File: src/rtl/los_pkg.sv
package los_pkg;
  typedef enum logic [1:0] {
    CRIT_T1_SHORT = 2'b00,
    CRIT_E1_SHORT = 2'b01,
    CRIT_T1_LONG  = 2'b10,
    CRIT_E1_LONG  = 2'b11
  } crit_e;

  function automatic crit_e crit_decode(input logic long_sel, input logic is_e1);
    return crit_e'({long_sel, is_e1});
  endfunction

  function automatic int unsigned max4(input int unsigned a, input int unsigned b,
                                       input int unsigned c, input int unsigned d);
    int unsigned m;
    m = a;
    if (b > m) m = b;
    if (c > m) m = c;
    if (d > m) m = d;
    return m;
  endfunction
endpackage

File: src/rtl/los_criteria_sel.sv
module los_criteria_sel #(
  parameter int unsigned CW          = 12,
  parameter int unsigned T1_N_SHORT  = 175,
  parameter int unsigned T1_M_SHORT  = 175,
  parameter int unsigned E1_N_SHORT  = 32,
  parameter int unsigned E1_M_SHORT  = 32,
  parameter int unsigned T1_N_LONG   = 1544,
  parameter int unsigned T1_M_LONG   = 1544,
  parameter int unsigned E1_N_LONG   = 2048,
  parameter int unsigned E1_M_LONG   = 2048
) (
  input  logic          e1_mode,
  input  logic          crit_sel,
  output logic [CW-1:0] n_lim,
  output logic [CW-1:0] m_lim
);
  import los_pkg::*;
  crit_e sel;

  always_comb begin
    sel = crit_decode(crit_sel, e1_mode);
    unique case (sel)
      CRIT_T1_SHORT: begin n_lim = CW'(T1_N_SHORT); m_lim = CW'(T1_M_SHORT); end
      CRIT_E1_SHORT: begin n_lim = CW'(E1_N_SHORT); m_lim = CW'(E1_M_SHORT); end
      CRIT_T1_LONG:  begin n_lim = CW'(T1_N_LONG);  m_lim = CW'(T1_M_LONG);  end
      default:       begin n_lim = CW'(E1_N_LONG);  m_lim = CW'(E1_M_LONG);  end
    endcase
  end
endmodule

File: src/rtl/los_declare_ctr.sv
module los_declare_ctr #(
  parameter int unsigned CW = 12
) (
  input  logic          clk,
  input  logic          rst,
  input  logic          clr,
  input  logic          armed,
  input  logic          pulse,
  input  logic [CW-1:0] n_lim,
  output logic          declare
);
  logic [CW-1:0] zero_run;
  logic          at_limit;

  assign at_limit = (zero_run == n_lim - CW'(1));
  assign declare  = armed & ~clr & ~pulse & at_limit;

  always_ff @(posedge clk) begin
    if (rst || clr || !armed) begin
      zero_run <= '0;
    end else if (pulse || at_limit) begin
      zero_run <= '0;
    end else begin
      zero_run <= zero_run + CW'(1);
    end
  end
endmodule

File: src/rtl/los_clear_window.sv
module los_clear_window #(
  parameter int unsigned CW = 12
) (
  input  logic          clk,
  input  logic          rst,
  input  logic          clr,
  input  logic          active,
  input  logic          pulse,
  input  logic [CW-1:0] m_lim,
  output logic          clear_hit
);
  localparam int unsigned DW = CW + 3;

  logic          open_q;
  logic [CW-1:0] span_q;
  logic [CW-1:0] marks_q;
  logic [CW-1:0] marks_nx;
  logic          last_iv;
  logic          dense;

  assign marks_nx  = marks_q + CW'(pulse);
  assign last_iv   = (span_q == m_lim - CW'(1));
  assign dense     = ({marks_nx, 3'b000} >= DW'(m_lim));
  assign clear_hit = active & ~clr & open_q & last_iv & dense;

  always_ff @(posedge clk) begin
    if (rst || clr || !active) begin
      open_q  <= 1'b0;
      span_q  <= '0;
      marks_q <= '0;
    end else if (!open_q) begin
      if (pulse) begin
        open_q  <= 1'b1;
        span_q  <= CW'(1);
        marks_q <= CW'(1);
      end
    end else if (last_iv) begin
      open_q  <= 1'b0;
      span_q  <= '0;
      marks_q <= '0;
    end else begin
      span_q  <= span_q + CW'(1);
      marks_q <= marks_nx;
    end
  end
endmodule

File: src/rtl/los_ais_mux.sv
module los_ais_mux (
  input  logic clk,
  input  logic rst,
  input  logic mclk,
  input  logic los_q,
  input  logic rx_ais_en,
  input  logic tx_ais_en,
  input  logic rx_data_in,
  input  logic tx_pos_in,
  input  logic tx_neg_in,
  output logic rx_data_out,
  output logic rx_clk_out,
  output logic tx_pos_out,
  output logic tx_neg_out,
  output logic tx_clk_out
);
  logic rx_force;
  logic tx_force;
  logic phase_q;

  assign rx_force   = los_q & rx_ais_en;
  assign tx_force   = los_q & tx_ais_en;
  assign rx_clk_out = rx_force ? mclk : clk;
  assign tx_clk_out = tx_force ? mclk : clk;

  always_ff @(posedge clk) begin
    if (rst) begin
      rx_data_out <= 1'b0;
    end else begin
      rx_data_out <= rx_force ? 1'b1 : rx_data_in;
    end
  end

  always_ff @(posedge clk) begin
    if (rst) begin
      tx_pos_out <= 1'b0;
      tx_neg_out <= 1'b0;
      phase_q    <= 1'b0;
    end else if (tx_force) begin
      tx_pos_out <= ~phase_q;
      tx_neg_out <= phase_q;
      phase_q    <= ~phase_q;
    end else begin
      tx_pos_out <= tx_pos_in;
      tx_neg_out <= tx_neg_in;
      phase_q    <= 1'b0;
    end
  end
endmodule

File: src/rtl/los_alarm_unit.sv
module los_alarm_unit #(
  parameter int unsigned T1_N_SHORT = 175,
  parameter int unsigned T1_M_SHORT = 175,
  parameter int unsigned E1_N_SHORT = 32,
  parameter int unsigned E1_M_SHORT = 32,
  parameter int unsigned T1_N_LONG  = 1544,
  parameter int unsigned T1_M_LONG  = 1544,
  parameter int unsigned E1_N_LONG  = 2048,
  parameter int unsigned E1_M_LONG  = 2048
) (
  input  logic clk,
  input  logic rst,
  input  logic mclk,
  input  logic pulse_in,
  input  logic rx_data_in,
  input  logic tx_pos_in,
  input  logic tx_neg_in,
  input  logic e1_mode,
  input  logic crit_sel,
  input  logic rx_ais_en,
  input  logic tx_ais_en,
  input  logic monitor_mode,
  input  logic int_mask,
  output logic los,
  output logic los_irq,
  output logic rx_data_out,
  output logic rx_clk_out,
  output logic tx_pos_out,
  output logic tx_neg_out,
  output logic tx_clk_out
);
  localparam int unsigned MAX_LEN = los_pkg::max4(
    los_pkg::max4(T1_N_SHORT, E1_N_SHORT, T1_N_LONG, E1_N_LONG),
    los_pkg::max4(T1_M_SHORT, E1_M_SHORT, T1_M_LONG, E1_M_LONG), 1, 1);
  localparam int unsigned CW = $clog2(MAX_LEN + 1);

  logic [CW-1:0] n_lim;
  logic [CW-1:0] m_lim;
  logic          declare;
  logic          clear_hit;
  logic          los_q;
  logic          irq_q;

  los_criteria_sel #(
    .CW(CW),
    .T1_N_SHORT(T1_N_SHORT), .T1_M_SHORT(T1_M_SHORT),
    .E1_N_SHORT(E1_N_SHORT), .E1_M_SHORT(E1_M_SHORT),
    .T1_N_LONG(T1_N_LONG),   .T1_M_LONG(T1_M_LONG),
    .E1_N_LONG(E1_N_LONG),   .E1_M_LONG(E1_M_LONG)
  ) u_crit (
    .e1_mode (e1_mode),
    .crit_sel(crit_sel),
    .n_lim   (n_lim),
    .m_lim   (m_lim)
  );

  los_declare_ctr #(.CW(CW)) u_decl (
    .clk    (clk),
    .rst    (rst),
    .clr    (monitor_mode),
    .armed  (~los_q),
    .pulse  (pulse_in),
    .n_lim  (n_lim),
    .declare(declare)
  );

  los_clear_window #(.CW(CW)) u_win (
    .clk      (clk),
    .rst      (rst),
    .clr      (monitor_mode),
    .active   (los_q),
    .pulse    (pulse_in),
    .m_lim    (m_lim),
    .clear_hit(clear_hit)
  );

  always_ff @(posedge clk) begin
    if (rst || monitor_mode) begin
      los_q <= 1'b0;
      irq_q <= 1'b0;
    end else begin
      irq_q <= declare & ~int_mask;
      if (declare) begin
        los_q <= 1'b1;
      end else if (clear_hit) begin
        los_q <= 1'b0;
      end
    end
  end

  assign los     = los_q;
  assign los_irq = irq_q;

  los_ais_mux u_ais (
    .clk        (clk),
    .rst        (rst),
    .mclk       (mclk),
    .los_q      (los_q),
    .rx_ais_en  (rx_ais_en),
    .tx_ais_en  (tx_ais_en),
    .rx_data_in (rx_data_in),
    .tx_pos_in  (tx_pos_in),
    .tx_neg_in  (tx_neg_in),
    .rx_data_out(rx_data_out),
    .rx_clk_out (rx_clk_out),
    .tx_pos_out (tx_pos_out),
    .tx_neg_out (tx_neg_out),
    .tx_clk_out (tx_clk_out)
  );
endmodule

File: config.mk
export PLATFORM = sky130hd
export DESIGN_NAME = los_alarm_unit
export DESIGN_NICKNAME = d
export VERILOG_FILES = /design/src/rtl/los_pkg.sv /design/src/rtl/los_criteria_sel.sv /design/src/rtl/los_declare_ctr.sv /design/src/rtl/los_clear_window.sv /design/src/rtl/los_ais_mux.sv /design/src/rtl/los_alarm_unit.sv
export SDC_FILE = /design/constraint.sdc
export NUM_CORES = 1
export LEC_CHECK = 0
export BUFFER_PORTS_ARGS = -buffer_cell sky130_fd_sc_hd__buf_2
export CAP_MARGIN = 20
export CORE_MARGIN = 10
export CORE_UTILIZATION = 40
export DETAILED_ROUTE_END_ITERATION = 7
export GPL_ROUTABILITY_DRIVEN = 0
export MAX_ROUTING_LAYER = met4
export PLACE_DENSITY = 0.56
export SLEW_MARGIN = 25
export SYNTH_ARGS = -nofsm -noshare
export SYNTH_HDL_FRONTEND = slang
export SYNTH_SLANG_ARGS = --single-unit
File: constraint.sdc
create_clock -name clk -period 4.05 [get_ports clk]
set_input_delay 0.2025 -clock clk [delete_from_list [all_inputs] [get_ports clk]]
set_output_delay 0.2025 -clock clk [all_outputs]
set_load 0.005 [all_outputs]
; ---- After elaboration in Yosys (flattened, before gate mapping)
; Cells that the tools add are included.
[totals]
register_bits = 43
input_bits = 13
out_inout_bits = 7
elab_cells = 61
[classes]
add_sub_neg = 4
n_lt_le_gt_ge = 1
n_eq_ne = 4
muxes = 16
bitwise_logic = 16
n_reduce_logical = 10
[ops]
columns = op, n
row1 = $mux W12, 5
row2 = $pmux W12 S3, 1
row3 = $add A12 B1 Y12 const B, 2
row4 = $eq A12 B12 Y1, 2
row5 = $ge A15 B12 Y1, 1
row6 = $add A12 B1 Y12, 1
row7 = $sub A12 B1 Y12 const B, 1
row8 = $and A1 B1 Y1, 10
row9 = $mux W1, 10
row10 = $not A1 Y1, 6
row11 = $logic_or A1 B1 Y1, 4
row12 = $reduce_bool A2 Y1, 2
row13 = $reduce_or A2 Y1, 2
row14 = $eq A2 B1 Y1 const B, 1
row15 = $eq A2 B2 Y1 const B, 1
row16 = $logic_not A2 Y1, 1
row17 = $logic_not A1 Y1, 1

; ---- Logic depth before layout (Yosys ltp)
; Gate-level depths: netlist of run 1.
[depth]
depth_word = 8
ltp_mapped = 10
mapped_depth_nobuf = 10

; ---- Cells and area by module
; From an unflattened synthesis of run 1, not the netlist that was laid out.
[hier_totals]
cells_unflattened = 452
hier_area_um2 = 3499.6
[modules_own_cells]
columns = mod, n_inst, cells_per_inst, area_per_inst_um2, seq_area_each_um2
row1 = los_clear_window, 1, 280, 2044.5, 500.5
row2 = los_declare_ctr, 1, 123, 1033.5, 240.2
row3 = los_ais_mux, 1, 17, 175.2, 80.1
row4 = los_criteria_sel, 1, 25, 170.2, 0.0
row5 = los_alarm_unit, 1, 7, 76.3, 40.0

==> impl_metrics.json, run 1 <==
{
  "status": "completed",
  "hold_path_class": "in -> reg",
  "synth_ff_type": "dfxtp_1",
  "worstSetupPathType": "clk -> out",
  "layout.cells.non_filler": 389,
  "setup_viol": 0,
  "critPathMaxFanout": 2,
  "final_nets": 342,
  "wire_per_inst_microns": 13.3,
  "via_per_inst": 5.24,
  "wl_microns": 5170,
  "fin_setup_tns_ns": 0,
  "antenna_found_initial": 0,
  "fin_ws_ns": 1.22,
  "crit_required_ns": 3.85,
  "insertion_delay_ns": 0.40,
  "final_core_util_pct": 46.4,
  "hold_viol": 0,
  "synth_area_sq_mm": 0.00244,
  "synth_fp_nets": 315,
  "dp_slack_ns": 1.47,
  "cp-start-kind": "clock port",
  "skew_ns": 0.00528,
  "arrival_ns": 2.63,
  "final_max_slew_viol_count": 0,
  "dieArea_sq_mm": 0.00961,
  "grt_pass1_wl_microns": 9000,
  "yosysWarnings": 0,
  "vias": 2037,
  "synth_edf_count": 0,
  "grt_pass1_vias": 1924,
  "rsz0062_at_grt": "false",
  "final_common_cell": "dfxtp_1",
  "grt_use_total_pct": 11.4,
  "nFillCells": 600,
  "dp.cells": 377,
  "synth_top_area_cell": "dfxtp_1",
  "ys_seq_area_share_pct": 35.3,
  "drt_iter0_markers": 105,
  "syn_inst": 287,
  "maxCapViolCount": 0,
  "slew_headroom_pct": 68.1,
  "cts_setup_buffers": 0,
  "final_area_sq_mm": 0.00275,
  "overflow": 0,
  "max-vdd-ir-drop_uv": 334,
  "ys_async_sr_fraction_pct": 0,
  "chipWidth_microns": 98.0,
  "start_util_pct": 41.1,
  "area_delta_synth_final_pct": 12.8,
  "drc": 0,
  "synth_area_per_cell_sq_um": 8.49,
  "yosys.cell_types.count": 55,
  "drive_above_1_share_pct": 15.0,
  "path_clk_slew_ns": 0.08,
  "powerDensity_mw_per_mm2": 325,
  "cts_tree": "yes",
  "ios": 20,
  "netlist_top_cells_area": "dfxtp_1 (35%), ha_1 (7.7%), nand2_1 (5.7%)",
  "worstMarginPinSlew_ns": 0.477,
  "synth_top_area_share_pct": 35.3,
  "die_h_microns": 98.0,
  "final_antenna_net_count": 0,
  "placed_area_sq_mm": 0.00260,
  "dr.pass1.iters": 4,
  "leakage_nw": 1.08,
  "io_buffers": 19,
  "ys_ff_latch": 43,
  "num_antenna_cells": 0,
  "core_sq_mm": 0.00592,
  "end_kind": "output port",
  "grt_max_degree": 20,
  "layout_common_cells": "dfxtp_1 (43), nand2_1 (37), nor2_1 (36)",
  "hpwl_microns": 3890,
  "placementRows": 28
}
==> cells in the mapped netlist (3+ instances only) <==
| master | number |
|---|---|
| dfxtp_1 | 43 |
| nand2_1 | 37 |
| nor2_1 | 36 |
| nand3_1 | 18 |
| ha_1 | 15 |
| xnor2_1 | 14 |
| xor2_1 | 11 |
| inv_1 | 10 |
| o21ai_0 | 10 |
| nand4_1 | 7 |
| a21oi_1 | 6 |
| and3_1 | 6 |
| nor3_1 | 5 |
| a211oi_1 | 4 |
| a22o_2 | 4 |
| o311ai_0 | 4 |
| a21o_1 | 3 |
| mux2_2 | 3 |
| nand2b_1 | 3 |
| nor2b_1 | 3 |
==> through the flow <==
stage                     hold slack [ns]  total power, mW
after floorplan                     0.272            0.485
after global placement              0.359            0.518
after detailed placement            0.362            0.518
after CTS                          0.0164            0.907
after global routing               0.0161            0.941
final                              0.0200            0.893
==> registers in the layout, indices dropped and copies added (netlist names) <==
name / count
los: 1
los_irq: 1
u_ais.phase_q: 1
u_ais.rx_data_out: 1
u_ais.tx_neg_out: 1
u_ais.tx_pos_out: 1
u_decl.zero_run: 12
u_win.marks_q: 12
u_win.open_q: 1
u_win.span_q: 12
==> power breakdown <==
| part | leakage, nW | switching [mW] | internal, mW |
|---|---|---|---|
| registers | 0.347 | 0.000871 | 0.424 |
| clock network | 0.0923 | 0.178 | 0.245 |
| logic | 0.643 | 0.0250 | 0.0196 |
| total | 1.08 | 0.204 | 0.689 |
==> layer usage <==
metal  up-vias  part of all wire [%]  GRT usage [%]
li1       1077                     -              -
met5         -                     0              -
met2        31                    42           15.8
met3        13                   3.4           3.88
met4         0                   2.7           5.93
met1       916                    52           14.2
==> area by class of cell <==
cell class | instances | area, sq um | share of cell area, %
clock buffer | 12 | 148 | 5.37
clock inverter | 1 | 5.00 | 0.182
inverter | 10 | 37.5 | 1.37
multi-input combinational | 229 | 1500 | 54.6
sequential | 43 | 861 | 31.3
tap | 75 | 93.8 | 3.41
timing repair buffer | 19 | 103 | 3.73
==> critical path, cell delays in order <==
cell	delay, ns
clkbuf_8	0.11
clkbuf_8	0.12
mux2_2	0.25
buf_2	0.13
==> cell families (layout without fill, tap and decap cells) <==
logic type | after synthesis | count (layout) | share of synthesized area, %
DFF | 43 | 43 | 35.3
xor gates and xnor gates | 25 | 25 | 8.99
AOI/OAI and AO/OA | 55 | 55 | 17.6
muxes | 4 | 4 | 1.80
and+or+nand+nor | 130 | 130 | 25.6
buffers and inverters | 15 | 42 | 3.03
adders and majority gates | 15 | 15 | 7.70
==> what timing repair did <==
item | 4_1_cts | 5_1_grt
hold endpoints to repair | 1 | 0
hold buffers | 1 | 0
resized for setup | 0 | 0
==> final timing paths <==
path,startpoint,slack [ns],depth (start not counted),endpoint
min reg2reg,u_ais.phase_q,0.46,1,u_ais.phase_q
max reg2reg,u_win.marks_q[1],1.65,10,los
min,rx_data_in,0.02,3,u_ais.rx_data_out
max,clk,1.22,4,rx_clk_out
Note: power is estimated with default switching activity, not from simulation.
==> inputs of run 2 (changes only) <==
--- a/config.mk
+++ b/config.mk
@@ -5,6 +5,7 @@
 export SDC_FILE = /design/constraint.sdc
 export NUM_CORES = 1
 export LEC_CHECK = 0
+export ABC_AREA = 1
 export BUFFER_PORTS_ARGS = -buffer_cell sky130_fd_sc_hd__buf_2
 export CAP_MARGIN = 20
 export CORE_MARGIN = 10
==> constraint.sdc (replaced) <==
create_clock -name clk -period 2.95 [get_ports clk]
set_input_delay 0.1475 -clock clk [delete_from_list [all_inputs] [get_ports clk]]
set_output_delay 0.1475 -clock clk [all_outputs]
set_load 0.005 [all_outputs]
==> run 2 against run 1 <==
Effect of this change:
- non-clock buffer count rose by 8
- core utilization rose by 0.16 points
- power up 45%
- critical path type is now reg -> reg
- first-iteration DRC count rose by 24%
- sequential power is 37% higher
- count of clock-buffer cells in the layout is the same
==> impl_metrics.json, run 2 <==
{
  "cp_top_family": "simple AND/OR/NAND/NOR gates",
  "slowest_delay_ns": 0.36,
  "final_core_util_pct": 46.6,
  "finalCritPeriodShare_pct": 80.9,
  "power_mw": 1.29,
  "end_kind": "flop",
  "dr.pass1.iters": 5,
  "antenna_found_initial": 0,
  "grt_use_total_pct": 13.5,
  "cp_slowest_cell": "dfxtp_1",
  "cts_setup_buffers": 0,
  "wire_per_inst_microns": 12.2,
  "chipWidth_microns": 103,
  "ys_async_sr_fraction_pct": 0,
  "synth_area_sq_mm": 0.00278,
  "maxCapViolCount": 0,
  "netlist_top_cells_area": "dfxtp_1 (31%), nand2_1 (16%), ha_1 (6.8%)",
  "grt_pass1_vias": 2561,
  "worstMarginPinSlew_ns": 0.848,
  "r2r_slack_ns": 0.56,
  "layout.cells.non_filler": 525,
  "synth_edf_count": 0,
  "grt_pass1_wl_microns": 11400,
  "io_buffers": 19,
  "arrival_ns": 2.72,
  "worstPathCellList": "ha_1 -> inv_1 -> nor2_1 -> nand2_1 -> xnor2_1 -> ha_1 -> nand2_1 -> inv_1 -> nand2_1 -> nand3b_1 -> nand3_1 -> nor2_1 -> nand2_1 -> nand2_1 -> nand2_1 -> a21oi_1",
  "vias": 2633,
  "critPathMaxFanout": 6,
  "switching_power_mw": 0.332,
  "p_int_mw": 0.962,
  "layout_min_cycle_time_ns": 2.39,
  "dp.cells": 507,
  "cts_tree": "yes",
  "grt_max_degree": 26,
  "cp.buffers_inverters": 2,
  "final_max_slew_viol_count": 0,
  "setup_viol": 0,
  "final_antenna_net_count": 0,
  "p_seq_share_pct": 45.1,
  "synth_ff_type": "dfxtp_1",
  "combPwrFrac_pct": 8.1,
  "clock.fmax_mhz": 419,
  "max-vdd-ir-drop_uv": 349,
  "drive_above_1_share_pct": 11.5,
  "final_nets": 472,
  "status": "completed",
  "rr_endpoint": "los",
  "drt_iter0_markers": 130,
  "layout_common_cells": "nand2_1 (121), inv_1 (47), nor2_1 (43), dfxtp_1 (43), a21oi_1 (34)",
  "holdPathEnd": "u_ais.tx_neg_out",
  "syn_inst": 415,
  "powerDensity_mw_per_mm2": 411,
  "area_delta_synth_final_pct": 13.3,
  "synth_top_area_cell": "dfxtp_1",
  "cts.repair.resized": 0,
  "dp_slack_ns": 0.595,
  "overflow": 0,
  "rsz0062_at_grt": "false",
  "leakage_nw": 1.22,
  "crit_required_ns": 3.28,
  "yosys.cell_types.count": 31,
  "drc": 0,
  "core_sq_mm": 0.00676,
  "ys_seq_area_share_pct": 31.0,
  "synth_area_per_cell_sq_um": 6.69,
  "ys_ff_latch": 43,
  "hpwl_microns": 4920,
  "switching_share_pct": 25.7,
  "critPathMostFrequentCell": "nand2_1",
  "synth_most_common_cell": "nand2_1",
  "dieArea_sq_mm": 0.0107,
  "num_antenna_cells": 0,
  "whs_path_depth": 3,
  "timing.rr.start": "u_win.marks_q[0]",
  "placementRows": 30,
  "wl_microns": 6420,
  "start_util_pct": 41.1,
  "cts-hold-fix-buffers": 6,
  "ios": 20,
  "via_per_inst": 5.02,
  "final_common_cell": "nand2_1",
  "fin_setup_tns_ns": 0,
  "path_clk_slew_ns": 0.09,
  "hp-start": "tx_ais_en",
  "pwr-share-clk_pct": 46.8,
  "cp-start-kind": "flop",
  "insertion_delay_ns": 0.40,
  "ff2ff_path_depth": 16,
  "hold_path_class": "in -> reg",
  "hold_viol": 0,
  "largestRegisters": "u_decl.zero_run x12, u_win.marks_q x12, u_win.span_q x12",
  "synth_top_area_share_pct": 31.0,
  "die_h_microns": 103,
  "skew_ns": 0.00962,
  "fin_ws_ns": 0.562,
  "slew_headroom_pct": 43.4,
  "worstSetupPathType": "reg -> reg",
  "synth_fp_nets": 443,
  "yosysWarnings": 0,
  "synth_common_cells": "nand2_1 (121), inv_1 (47), dfxtp_1 (43), nor2_1 (43), a21oi_1 (34)"
}
==> run 2: worst max path at each step <==
stage / to / slack (ns) / startpoint / depth (start not counted)
6_report: los / 0.56 / u_win.marks_q[0] / 16
5_1_grt: los / 0.29 / u_win.marks_q[0] / 16
4_1_cts: los / 0.55 / u_win.marks_q[0] / 16
3_5_place_dp: los / 0.59 / u_win.marks_q[0] / 16
3_3_place_gp: los / 0.68 / u_win.marks_q[0] / 17
2_1_floorplan: los / 0.88 / u_win.marks_q[0] / 17
==> run 2: area by class of cell <==
type | count | area [sq um]
Tap cell | 80 | 100
Inverter | 48 | 180
Clock buffer | 12 | 148
Sequential cell | 43 | 861
Multi-Input combinational cell | 313 | 1670
Fill cell | 697 | 3610
Timing Repair Buffer | 27 | 175
Clock inverter | 2 | 16.3
==> run 2: routing by layer <==
metal	share of wire, %	vias to the layer above	track usage (%)
met5	0	-	-
met4	0.84	0	4.81
met3	3.6	7	2.86
met2	45	51	20.3
met1	50	1174	17.4
li1	-	1401	-
==> run 2: kinds of logic (layout without fill, tap and decap cells) <==
family,after synthesis,after routing,synth area share [%]
simple gates,223,223,35.2
buf+inv,59,89,8.96
compound gates,55,55,11.1
flops,43,43,31.0
xor+xnor,20,20,6.98
fa+ha+maj,15,15,6.76
==> run 2: per-stage QoR <==
step	hold slack (ns)	area [sq um]
finish	0.0373	3150
CTS	0.0276	3150
detailed placement	0.326	2930
floorplan	0.217	2780
global route	0.0338	3150
global placement	0.326	2930
==> run 2: power groups by stage <==
stage	clock network [mW]	registers (mW)	logic [mW]
3_5_place_dp	0.0494	0.598	0.100
2_1_floorplan	0.0270	0.598	0.0684
3_3_place_gp	0.0494	0.598	0.0996
5_1_grt	0.666	0.585	0.119
4_1_cts	0.628	0.584	0.106
6_report	0.605	0.584	0.105
==> run 2: worst min-delay path: stages <==
cell and delay (ns):
buf_2 0.08, a21oi_1 0.06, nor3_1 0.11
